[config.mk]
export PLATFORM = sky130hd
export DESIGN_NAME = serial_rx_core
export DESIGN_NICKNAME = d
export VERILOG_FILES = /design/src/rtl/serial_rx_pkg.sv /design/src/rtl/serial_rx_sync.sv /design/src/rtl/serial_rx_timer.sv /design/src/rtl/serial_rx_framer.sv /design/src/rtl/serial_rx_outreg.sv /design/src/rtl/serial_rx_core.sv
export SDC_FILE = /design/constraint.sdc
export NUM_CORES = 1
export LEC_CHECK = 0
export BUFFER_PORTS_ARGS = -buffer_cell sky130_fd_sc_hd__buf_2
export CAP_MARGIN = 20
export CORE_MARGIN = 5
export CORE_UTILIZATION = 25
export CTS_CLUSTER_SIZE = 28
export DETAILED_ROUTE_END_ITERATION = 16
export HOLD_SLACK_MARGIN = 0.06
export PLACE_DENSITY = 0.51
export SLEW_MARGIN = 0
export SYNTH_ARGS = -nofsm -noshare
export SYNTH_HDL_FRONTEND = slang
export SYNTH_HIERARCHICAL = 1
export SYNTH_SLANG_ARGS = --single-unit
[constraint.sdc]
create_clock -name clk_i -period 3.1 [get_ports clk_i]
set_input_delay 0 -clock clk_i [delete_from_list [all_inputs] [get_ports clk_i]]
set_output_delay 0 -clock clk_i [all_outputs]
set_load 0.01 [all_outputs]
[src/rtl/serial_rx_pkg.sv]
package serial_rx_pkg;

  typedef enum logic [1:0] {
    RX_IDLE  = 2'd0,
    RX_START = 2'd1,
    RX_DATA  = 2'd2,
    RX_STOP  = 2'd3
  } rx_state_e;

  // Number of enables between the first low sample and the start-bit centre.
  function automatic int unsigned rx_half_count(input int unsigned oversample);
    return oversample / 2;
  endfunction

  // Widest of the three bit counts, used to size the bit counter.
  function automatic int unsigned rx_max3(input int unsigned a, input int unsigned b,
                                          input int unsigned c);
    int unsigned m;
    m = (a > b) ? a : b;
    return (m > c) ? m : c;
  endfunction

endpackage

[src/rtl/serial_rx_sync.sv]
module serial_rx_sync #(
  parameter int unsigned STAGES = 2
) (
  input  logic clk_i,
  input  logic rst_i,
  input  logic async_i,
  output logic sync_o
);

  logic [STAGES-1:0] chain_q;

  always_ff @(posedge clk_i) begin
    if (rst_i) chain_q <= '1;
    else       chain_q <= {chain_q[STAGES-2:0], async_i};
  end

  assign sync_o = chain_q[STAGES-1];

endmodule

[src/rtl/serial_rx_timer.sv]
module serial_rx_timer #(
  parameter int unsigned OVERSAMPLE = 16
) (
  input  logic clk_i,
  input  logic rst_i,
  input  logic tick_i,
  input  logic restart_i,
  output logic mid_o,
  output logic full_o
);
  import serial_rx_pkg::*;

  localparam int unsigned CW   = (OVERSAMPLE > 2) ? $clog2(OVERSAMPLE) : 1;
  localparam int unsigned HALF = rx_half_count(OVERSAMPLE);

  logic [CW-1:0] cnt_q;

  assign mid_o  = tick_i && (cnt_q == CW'(HALF - 1));
  assign full_o = tick_i && (cnt_q == CW'(OVERSAMPLE - 1));

  always_ff @(posedge clk_i) begin
    if (rst_i)          cnt_q <= '0;
    else if (restart_i) cnt_q <= '0;
    else if (tick_i)    cnt_q <= full_o ? '0 : cnt_q + CW'(1);
  end

endmodule

[src/rtl/serial_rx_framer.sv]
module serial_rx_framer #(
  parameter int unsigned START_BITS = 1,
  parameter int unsigned DATA_BITS  = 8,
  parameter int unsigned STOP_BITS  = 1
) (
  input  logic                 clk_i,
  input  logic                 rst_i,
  input  logic                 tick_i,
  input  logic                 line_i,
  input  logic                 mid_i,
  input  logic                 full_i,
  output logic                 restart_o,
  output logic                 word_done_o,
  output logic                 stop_fail_o,
  output logic [DATA_BITS-1:0] word_o
);
  import serial_rx_pkg::*;

  localparam int unsigned MAXB = rx_max3(START_BITS, DATA_BITS, STOP_BITS);
  localparam int unsigned BW   = $clog2(MAXB + 1);

  rx_state_e            state_q;
  logic [BW-1:0]        bit_q;
  logic [DATA_BITS-1:0] shift_q;

  logic start_seen, first_start, start_smp, data_smp, stop_smp;
  logic last_start, last_data, last_stop;

  assign first_start = (state_q == RX_START) && (bit_q == '0);
  assign start_seen  = (state_q == RX_IDLE) && tick_i && !line_i;
  assign start_smp   = (state_q == RX_START) && (first_start ? mid_i : full_i);
  assign data_smp    = (state_q == RX_DATA) && full_i;
  assign stop_smp    = (state_q == RX_STOP) && full_i;

  assign last_start  = (bit_q == BW'(START_BITS - 1));
  assign last_data   = (bit_q == BW'(DATA_BITS - 1));
  assign last_stop   = (bit_q == BW'(STOP_BITS - 1));

  assign restart_o   = start_seen || (first_start && mid_i && !line_i);
  assign word_done_o = stop_smp && line_i && last_stop;
  assign stop_fail_o = stop_smp && !line_i;
  assign word_o      = shift_q;

  always_ff @(posedge clk_i) begin
    if (rst_i) begin
      state_q <= RX_IDLE;
      bit_q   <= '0;
      shift_q <= '0;
    end else begin
      unique case (state_q)
        RX_IDLE: begin
          if (start_seen) begin
            state_q <= RX_START;
            bit_q   <= '0;
          end
        end
        RX_START: begin
          if (start_smp) begin
            if (line_i) begin
              state_q <= RX_IDLE;
              bit_q   <= '0;
            end else if (last_start) begin
              state_q <= RX_DATA;
              bit_q   <= '0;
            end else begin
              bit_q <= bit_q + BW'(1);
            end
          end
        end
        RX_DATA: begin
          if (data_smp) begin
            shift_q <= (shift_q >> 1) | (DATA_BITS'(line_i) << (DATA_BITS - 1));
            if (last_data) begin
              state_q <= RX_STOP;
              bit_q   <= '0;
            end else begin
              bit_q <= bit_q + BW'(1);
            end
          end
        end
        RX_STOP: begin
          if (stop_smp) begin
            if (!line_i || last_stop) begin
              state_q <= RX_IDLE;
              bit_q   <= '0;
            end else begin
              bit_q <= bit_q + BW'(1);
            end
          end
        end
        default: state_q <= RX_IDLE;
      endcase
    end
  end

endmodule

[src/rtl/serial_rx_outreg.sv]
module serial_rx_outreg #(
  parameter int unsigned DATA_BITS = 8
) (
  input  logic                 clk_i,
  input  logic                 rst_i,
  input  logic                 word_done_i,
  input  logic                 stop_fail_i,
  input  logic [DATA_BITS-1:0] word_i,
  input  logic                 read_i,
  output logic [DATA_BITS-1:0] data_o,
  output logic                 ready_o,
  output logic                 overrun_o,
  output logic                 underrun_o,
  output logic                 all_low_o
);

  logic any_high;
  assign any_high = |word_i;

  always_ff @(posedge clk_i) begin
    if (rst_i) begin
      data_o     <= '0;
      ready_o    <= 1'b0;
      overrun_o  <= 1'b0;
      underrun_o <= 1'b0;
      all_low_o  <= 1'b0;
    end else begin
      if (word_done_i) begin
        data_o  <= word_i;
        ready_o <= 1'b1;
        if (ready_o && !read_i) overrun_o <= 1'b1;
      end else if (read_i) begin
        ready_o <= 1'b0;
      end
      if (stop_fail_i) begin
        if (any_high) underrun_o <= 1'b1;
        else          all_low_o  <= 1'b1;
      end
    end
  end

endmodule

[src/rtl/serial_rx_core.sv]
module serial_rx_core #(
  parameter int unsigned START_BITS = 1,
  parameter int unsigned DATA_BITS  = 8,
  parameter int unsigned STOP_BITS  = 1,
  parameter int unsigned OVERSAMPLE = 16
) (
  input  logic                 clk_i,
  input  logic                 rst_i,
  input  logic                 tick_i,
  input  logic                 line_i,
  input  logic                 read_i,
  output logic [DATA_BITS-1:0] data_o,
  output logic                 ready_o,
  output logic                 overrun_o,
  output logic                 underrun_o,
  output logic                 all_low_o
);

  logic                 line_s;
  logic                 mid_evt, full_evt, restart;
  logic                 word_done, stop_fail;
  logic [DATA_BITS-1:0] word;

  serial_rx_sync #(.STAGES(2)) u_sync (
    .clk_i  (clk_i),
    .rst_i  (rst_i),
    .async_i(line_i),
    .sync_o (line_s)
  );

  serial_rx_timer #(.OVERSAMPLE(OVERSAMPLE)) u_timer (
    .clk_i    (clk_i),
    .rst_i    (rst_i),
    .tick_i   (tick_i),
    .restart_i(restart),
    .mid_o    (mid_evt),
    .full_o   (full_evt)
  );

  serial_rx_framer #(
    .START_BITS(START_BITS),
    .DATA_BITS (DATA_BITS),
    .STOP_BITS (STOP_BITS)
  ) u_framer (
    .clk_i      (clk_i),
    .rst_i      (rst_i),
    .tick_i     (tick_i),
    .line_i     (line_s),
    .mid_i      (mid_evt),
    .full_i     (full_evt),
    .restart_o  (restart),
    .word_done_o(word_done),
    .stop_fail_o(stop_fail),
    .word_o     (word)
  );

  serial_rx_outreg #(.DATA_BITS(DATA_BITS)) u_out (
    .clk_i      (clk_i),
    .rst_i      (rst_i),
    .word_done_i(word_done),
    .stop_fail_i(stop_fail),
    .word_i     (word),
    .read_i     (read_i),
    .data_o     (data_o),
    .ready_o    (ready_o),
    .overrun_o  (overrun_o),
    .underrun_o (underrun_o),
    .all_low_o  (all_low_o)
  );

endmodule

==> out/summary.txt, run 1 <==
R2R depth: 8
#FFs+latches synth: 32
Worst Path Max Fanout: 5
kind of critical path: reg2reg
DRC errors left: 0
Synth area leader: dfxtp_1
Syn Area/Cell: 8.89 sq um
CTS buffer count: 5
DIE HEIGHT: 86.6 microns
Final min period: 2.00 ns
top cells by area, synth: dfxtp_1, mux2i_1, nand2_1
Routed WL: 2.94 mm
layout cells sized above 1: 0.231
initial detailed-routing violation count: 53
Finished Layout Cells: 261
final clock skew: 0.00288 ns
worst flop-to-flop path startpoint: u_timer/cnt_q[0]
PwrDens: 451 mW/mm^2
final worst slack: 1.10 ns
post-DP HPWL: 2.00 mm
Yosys top cell area share: 0.436
reg2reg end: u_framer/state_q[0]
hold depth: 3
Synth Flop Type: dfxtp_1
Buffers on Ports: 16
DR vias: 1,155
Place WS: 1.13 ns
number of max-cap violations: 0
Final GP Congestion: 0.781
synth-to-layout area growth: 17.8%
required time worst endpoint: 3.27 ns
P_leak: 0.630 nW
initial antenna violation count: 0
worst path cell trace: ha_1 > nand3_1 > nor2_1 > nand2_1 > o31ai_2 > nor3_4 > nor2_2 > mux2_4
placed cells: 251
GRT overflow: 0
setup TNS: 0 ns
Critical-path top delay cell: dfxtp_1
Rel. slew slack: 0.579
Worst Hold Class: in2reg
Initial Utilization: 0.252
Fin. Hold Viols: 0
Synth cell types: 43
register area share after synthesis: 0.436
clk root buf: clkbuf_8
ys async rst share: 0
Reg clk slew, reported paths: 0.07 ns
CP arrival: 2.17 ns
RSZ-0062 raised after global routing: no
I/O Pins: 17
GRT Resource Usage Total: 0.0895
clk buf depth: 2
setup violators final: 0
peak supply drop: 0.208 mV
final hold slack: 0.0957 ns
Setup crit end kind: flop
die area: 0.00750 sq mm
drt first pass iters: 4
first-pass GRT wire length: 5.34 mm
Filler cells: 663
R2R Setup Slk: 1.10 ns
largest net degree at the start of global routing: 35
synthesized net count: 173
Max Slew Vio Count: 0
Synth Instances: 165
Layout Nets: 193
# diodes: 0
Worst setup SP type: flop
CORE AREA: 0.00582 sq mm
via/cell ratio: 4.43
Rows: 28
# H-tree levels: 2
hold path endpoint: u_timer/cnt_q[0]
CTS tree: done
worst stage delay on the critical path: 0.42 ns
fmax: 500 MHz
EDFF count, synth: 0
die width: 86.6 microns
hold path startpoint: tick_i
Yosys warnings: 6
total power: 0.000779 W
setup bufs post-CTS: 0
number of global-route vias before repair: 1,184
Routed WL per cell: 11.3 microns
Slew @ Worst Pin: 0.631 ns
status: completed
post-route antenna net violation count: 0
clock insertion delay at the later pin of the skew report: 0.28 ns
period utilization: 0.646
Num Clock Sinks: 32
Mapped Area: 0.00147 sq mm
[layout make-up]
type,count,area (sq um),share of cell area
Timing Repair Buffer,19,108,0.0622
Inverter,6,22.5,0.0130
Multi-Input combinational cell,121,772,0.446
Sequential cell,32,641,0.370
Tap cell,75,93.8,0.0543
Clock buffer,6,82.6,0.0478
Clock inverter,2,10.0,0.00579
[stage by stage]
| step | cell area [sq um] | util |
|---|---|---|
| floorplan | 1470 | - |
| global placement | 1620 | 0.278 |
| detailed placement | 1620 | 0.278 |
| CTS | 1730 | 0.297 |
| global route | 1730 | 0.297 |
| finish | 1730 | 0.297 |
[cell usage after synthesis (all sizes together) (2+ instances only)]
master	n
a21oi	16
buf	3
clkbuf	3
dfxtp	32
ha	3
inv	6
mux2i	9
nand2	25
nand2b	3
nand3	8
nor2	22
nor2b	2
nor3	6
nor4	2
o21ai	3
or2	3
or4	2
[where the power goes]
group | leakage (nW) | internal [W] | switching, W | total [W]
registers | 0.259 | 0.000415 | 0.00000534 | 0.000420
clock network | 0.0510 | 0.000177 | 0.000153 | 0.000330
logic | 0.321 | 0.0000123 | 0.0000171 | 0.0000294
[cells by family after synthesis]
| logic type | count (synthesis) | share of synthesized area |
|---|---|---|
| simple gates | 79 | 0.293 |
| flops | 32 | 0.436 |
| compound gates | 28 | 0.130 |
| buf+inv | 12 | 0.0375 |
| mux | 10 | 0.0716 |
| fa+ha+maj | 3 | 0.0256 |
| xor+xnor | 1 | 0.00597 |
[metal layers]
layer  routed length, microns  global-route usage  up-vias
li1                         -                   -      605
met1                     1490               0.111      525
met2                     1300               0.143       18
met3                       93              0.0285        7
met4                       58              0.0382        0
met5                        0                   0        -
[cells in the final DEF, fill, tap and decap left out, drive strengths merged, types with 6 or more instances in the layout]
cell type,Yosys,layout
nor2,22,22
nand3,8,8
a21oi,16,16
nand2,25,25
inv,6,6
buf,3,17
clkbuf,3,6
dfxtp,32,32
nor3,6,6
mux2i,9,9
[sequential cells by signal (all words and copies together) (netlist names), named ones only]
signal	cells
u_framer/bit_q	4
u_sync/chain_q	2
u_out/data_o	8
u_framer/state_q	1
u_timer/cnt_q	4
u_out/underrun_o	1
u_out/all_low_o	1
u_framer/word_o	8
u_out/ready_o	1
u_out/overrun_o	1
[how the worst max path moves through the flow]
stage | slack [ns] | start | cells past startpoint | to
detailed placement | 1.13 | u_timer/cnt_q[0] | 8 | u_framer/state_q[0]
finish | 1.10 | u_timer/cnt_q[0] | 8 | u_framer/state_q[0]
global route | 0.88 | u_timer/cnt_q[0] | 8 | u_out/data_o[1]
CTS | 1.11 | u_timer/cnt_q[0] | 8 | u_framer/state_q[0]
global placement | 1.14 | u_timer/cnt_q[0] | 8 | u_framer/state_q[0]
floorplan | 1.34 | u_timer/cnt_q[0] | 7 | u_framer/state_q[0]
[timing repair]
item	4_1_cts	5_1_grt
setup endpoints to repair	0	0
hold endpoints to repair	3	0
hold buffers	2	0
resized for setup	0	0
[critical path: cells and delay by family (launching register included)]
family          cells  cell delay, ns
simple gates        5            0.74
flops               1            0.42
mux                 1            0.31
fa+ha+maj           1            0.27
compound gates      1            0.14
Power figures use the tool's default switching activity.
==> inputs of run 2 (changes only) <==
- clock period: 3.1 -> 1.9 ns (I/O delays scaled with it)
==> run 2 against run 1 <==
Effect of this change:
- final cell count is 4.2% higher
- largest power group unchanged
- worst setup slack worse by 0.97 ns
- sequential power is 63% higher
- final area is 6.1% higher
==> out/summary.txt, run 2 (synthesis results as in run 1) <==
status: completed
worst path cell trace: inv_2 > ha_4 > nor3b_4 > buf_4 > and2_2 > a21oi_2 > nor2_2 > mux2_4
Buffers on Ports: 16
largest net degree at the start of global routing: 28
Num Clock Sinks: 32
Comb pwr share: 0.041
commonest non-fill, non-tap cell in the layout: dfxtp_1
Slew @ Worst Pin: 0.512 ns
clock insertion delay at the later pin of the skew report: 0.29 ns
Critical-path top delay cell: dfxtp_2
most frequent cells in the layout: dfxtp_1, nand2_1, nor2_1, buf_2, a21oi_1
initial detailed-routing violation count: 60
number of max-cap violations: 0
CTS buffer count: 5
Reg clk slew, reported paths: 0.07 ns
DIE HEIGHT: 86.6 microns
P_leak: 0.683 nW
Switching Share: 0.241
worst stage delay on the critical path: 0.34 ns
die area: 0.00750 sq mm
CP arrival: 1.94 ns
Max Slew Vio Count: 0
CORE AREA: 0.00582 sq mm
peak supply drop: 0.435 mV
Worst setup SP type: flop
layout cells sized above 1: 0.320
clk buf depth: 2
setup violators final: 0
GRT overflow: 0
Initial Utilization: 0.252
Cell Int Power: 0.000959 W
final hold slack: 0.0830 ns
PwrDens: 688 mW/mm^2
final clock skew: 0.0118 ns
post-route antenna net violation count: 0
fmax: 565 MHz
hold depth: 3
clk root buf: clkbuf_8
R2R depth: 8
I/O Pins: 17
Filler cells: 648
post-DP HPWL: 2.07 mm
required time worst endpoint: 2.07 ns
Place WS: 0.0977 ns
# diodes: 0
kind of critical path: reg2reg
Fin. Hold Viols: 0
DR vias: 1,227
Worst Path Max Fanout: 5
via/cell ratio: 4.51
CTS tree: done
Sw Pwr: 0.000304 W
GRT Resource Usage Total: 0.0853
Final GP Congestion: 0.770
number of global-route vias before repair: 1,152
DRC errors left: 0
Setup crit end kind: flop
die width: 86.6 microns
Flop pwr share: 0.543
drt first pass iters: 4
synth-to-layout area growth: 25.0%
Routed WL per cell: 11.2 microns
Worst Hold Class: in2reg
Final min period: 1.77 ns
# H-tree levels: 2
fin area: 0.00183 sq mm
Rows: 28
clock power share: 0.416
Layout Nets: 204
final worst slack: 0.130 ns
first-pass GRT wire length: 5.08 mm
initial antenna violation count: 0
Rel. slew slack: 0.659
period utilization: 0.931
placed standard-cell area: 0.00167 sq mm
Routed WL: 3.04 mm
==> run 2: worst max-delay path: cells and delay by family, from the launching register on <==
kind | cells | cell delay, ns
mux | 1 | 0.31
flops | 1 | 0.34
buf+inv | 2 | 0.25
compound gates | 1 | 0.05
fa+ha+maj | 1 | 0.12
simple gates | 3 | 0.59
==> run 2: power groups by stage <==
stage	registers [W]	logic, W	clock network (W)
2_1_floorplan	0.000697	0.0000353	0
3_3_place_gp	0.000700	0.0000490	0
3_5_place_dp	0.000700	0.0000491	0
4_1_cts	0.000684	0.0000523	0.000554
5_1_grt	0.000686	0.0000581	0.000579
6_report	0.000685	0.0000518	0.000526
==> run 2: through the flow <==
stage               power, W  cells   TNS, ns  utilization
finish               0.00126    272         0        0.315
global route         0.00132    272  -0.00636        0.315
CTS                  0.00129    268         0        0.306
detailed placement  0.000749    258         0        0.287
global placement    0.000749    258         0        0.287
floorplan           0.000732    165         0            -
==> run 2: area by class of cell <==
cell class / instances / area (sq um) / area share
Clock inverter: 3 / 23.8 / 0.0130
Sequential cell: 32 / 646 / 0.352
Tap cell: 75 / 93.8 / 0.0512
Inverter: 6 / 22.5 / 0.0123
Clock buffer: 5 / 68.8 / 0.0375
Timing Repair Buffer: 30 / 188 / 0.102
Multi-Input combinational cell: 121 / 792 / 0.432
==> run 2: worst paths after layout <==
path | from | end | slack (ns)
max reg2reg | u_framer/bit_q[0] | u_framer/state_q[0] | 0.13
min reg2reg | u_sync/chain_q[0] | u_sync/chain_q[1] | 0.42
min | tick_i | u_timer/cnt_q[0] | 0.08
max | u_framer/bit_q[0] | u_framer/state_q[0] | 0.13
==> run 2: what timing repair did <==
action                     4_1_cts  5_1_grt
hold endpoints to repair         2        0
buffers inserted                 0        3
hold buffers                     2        0
gates resized for setup          0       11
setup endpoints to repair        0       10
==> run 2: routing by layer <==
layer | GRT usage | share of wire | vias to the layer above
met4 | 0.0340 | 0.017 | 0
li1 | - | - | 627
met2 | 0.142 | 0.47 | 25
met5 | 0 | 0 | -
met3 | 0.0295 | 0.046 | 5
met1 | 0.100 | 0.47 | 570
==> inputs of run 3 (changes only) <==
- SYNTH_HIERARCHICAL: 1 -> not set
==> run 3 against run 2 <==
Effect of this change:
- register-to-register slack got worse by 0.11 ns
- synthesized cell count decreased by 6.7%
- sequential share of layout area hardly changed
- synthesized area down 4.6%
- highest routed layer unchanged
==> out/summary.txt, run 3 <==
initial antenna violation count: 0
Synth Area in Simple Gates: 0.220
Yosys warnings: 0
synthesized net count: 162
Max Slew Vio Count: 0
most common cell in the netlist: dfxtp_1
Worst setup SP type: flop
first-pass GRT wire length: 5.22 mm
Slew @ Worst Pin: 0.531 ns
met1 Use GR: 0.117
# H-tree levels: 2
Switching Share: 0.217
sequential standard cell area: 644 sq um
ys async rst share: 0
post-route antenna net violation count: 0
Buffers on Ports: 16
Synth Flop Type: dfxtp_1
status: completed
Multi-input gate area: 741 sq um
Setup crit end kind: flop
final core occ: 0.334
CP arrival: 2.10 ns
fmax: 532 MHz
DIE HEIGHT: 84.8 microns
placed cells: 248
CTS buffer count: 5
Global Route met2 Usage: 0.133
GRT Resource Usage Total: 0.0909
Finished Layout Cells: 259
Syn Area/Cell: 9.09 sq um
GR peak layer: met2
DRC errors left: 0
clock insertion delay at the later pin of the skew report: 0.29 ns
top cells by area, synth: dfxtp_1, mux2i_1, nor2_1
commonest non-fill, non-tap cell in the layout: dfxtp_1
Worst Hold Class: in2reg
synth-to-layout area growth: 30.7%
layout cells sized above 1: 0.289
die width: 84.8 microns
drt first pass iters: 4
R2R depth: 6
post-synthesis xor/xnor area fraction: 0.0188
post-DP HPWL: 2.09 mm
Flop pwr share: 0.494
Compound-Gate Fraction of Synth Area: 0.121
Rows: 27
register area share after synthesis: 0.458
Synth area leader: dfxtp_1
total power: 0.00138 W
RSZ-0062 raised after global routing: yes
final worst slack: 0.0194 ns
EDFF count, synth: 0
Rel. slew slack: 0.646
synth cell count leaders: dfxtp_1, nor2_1, mux2i_1, a21oi_1, nand2_1
Comb pwr share: 0.033
Reg clk slew, reported paths: 0.07 ns
largest family of logic cells by synthesized area: simple AND/OR/NAND/NOR gates
Place WS: 0.0378 ns
die area: 0.00720 sq mm
setup violators final: 0
clock power share: 0.474
Layout Nets: 194
met3 Usage GRT: 0.0262
clk root buf: clkbuf_8
R2R Setup Slk: 0.02 ns
initial detailed-routing violation count: 26
largest net degree at the start of global routing: 30
Initial Utilization: 0.256
peak supply drop: 0.275 mV
P_leak: 0.784 nW
Sw Pwr: 0.000300 W
required time worst endpoint: 2.12 ns
worst flop-to-flop path startpoint: u_framer.bit_q[1]
GRT overflow: 0
I/O Pins: 17
Cell Int Power: 0.00108 W
Fin. Hold Viols: 0
final clock skew: 0.00768 ns
Final min period: 1.88 ns
setup TNS: 0 ns
PwrDens: 756 mW/mm^2
Setup crit start: u_framer.bit_q[1]
most frequent cells in the layout: dfxtp_1, nor2_1, mux2i_1, buf_2, buf_4
Final GP Congestion: 0.782
via/cell ratio: 4.48
number of max-cap violations: 0
Synth Area in Adders: 0.0268
DR vias: 1,160
#FFs+latches synth: 32
number of global-route vias before repair: 1,117
Routed WL: 3.04 mm
CORE AREA: 0.00547 sq mm
CTS tree: done
clk buf depth: 2
Synth cell types: 39
period utilization: 0.990
Num Clock Sinks: 32
Mapped Area: 0.00140 sq mm
Filler cells: 578
Synth Instances: 154
mux share of post-synthesis cell area: 0.122
Worst Path Max Fanout: 5
# diodes: 0
Routed WL per cell: 11.7 microns
Yosys top cell area share: 0.458
kind of critical path: reg2reg
-- run 3: timing repair --
item,CTS,global route
buffers inserted,0,1
setup endpoints to repair,0,12
endpoints found under the hold margin,2,0
resized for setup,0,12
hold buffers,2,0
-- run 3: layout make-up --
cell class | instances | area share
repair buffers | 33 | 0.125
clock inverters | 3 | 0.0232
multi-input cells | 110 | 0.405
flip-flops and latches | 32 | 0.352
clock buffers | 5 | 0.0376
well taps | 72 | 0.0492
inverters | 4 | 0.00820
-- run 3: cells by family after synthesis --
group | Yosys count
buf+inv | 12
fa+ha+maj | 3
xor+xnor | 3
simple gates | 62
compound gates | 25
mux | 17
flops | 32
-- run 3: layer usage --
layer  part of all wire  up-vias
met4              0.028        0
met2               0.44       17
met5                  0        -
met3              0.037        9
met1               0.49      527
li1                   -      607
-- run 3: how the worst min path moves through the flow --
stage,end,from,depth (start not counted)
finish,u_timer.cnt_q[1],tick_i,3
global placement,u_sync.chain_q[0],line_i,2
detailed placement,u_sync.chain_q[0],line_i,2
CTS,u_timer.cnt_q[1],tick_i,3
global route,u_timer.cnt_q[1],tick_i,3
floorplan,u_sync.chain_q[0],line_i,1
-- run 3: critical path: stages (launching register included) --
cell and delay (ns):
dfxtp_2 0.32, inv_2 0.07, ha_4 0.13, or3b_4 0.38, a32o_2 0.29, or4_1 0.50, a21oi_1 0.13
-- run 3: per-stage QoR --
step / hold slack (ns) / cell area (sq um)
3_3_place_gp: 0.188 / 1650
2_1_floorplan: 0.104 / 1400
4_1_cts: 0.0700 / 1790
5_1_grt: 0.129 / 1830
3_5_place_dp: 0.187 / 1650
6_report: 0.0768 / 1830
-- run 3: power by group through the flow --
stage	combinational, W	clock (W)	sequential [W]
global route	0.0000510	0.000708	0.000685
CTS	0.0000456	0.000683	0.000683
global placement	0.0000425	0	0.000699
finish	0.0000451	0.000656	0.000684
floorplan	0.0000310	0	0.000696
detailed placement	0.0000421	0	0.000699
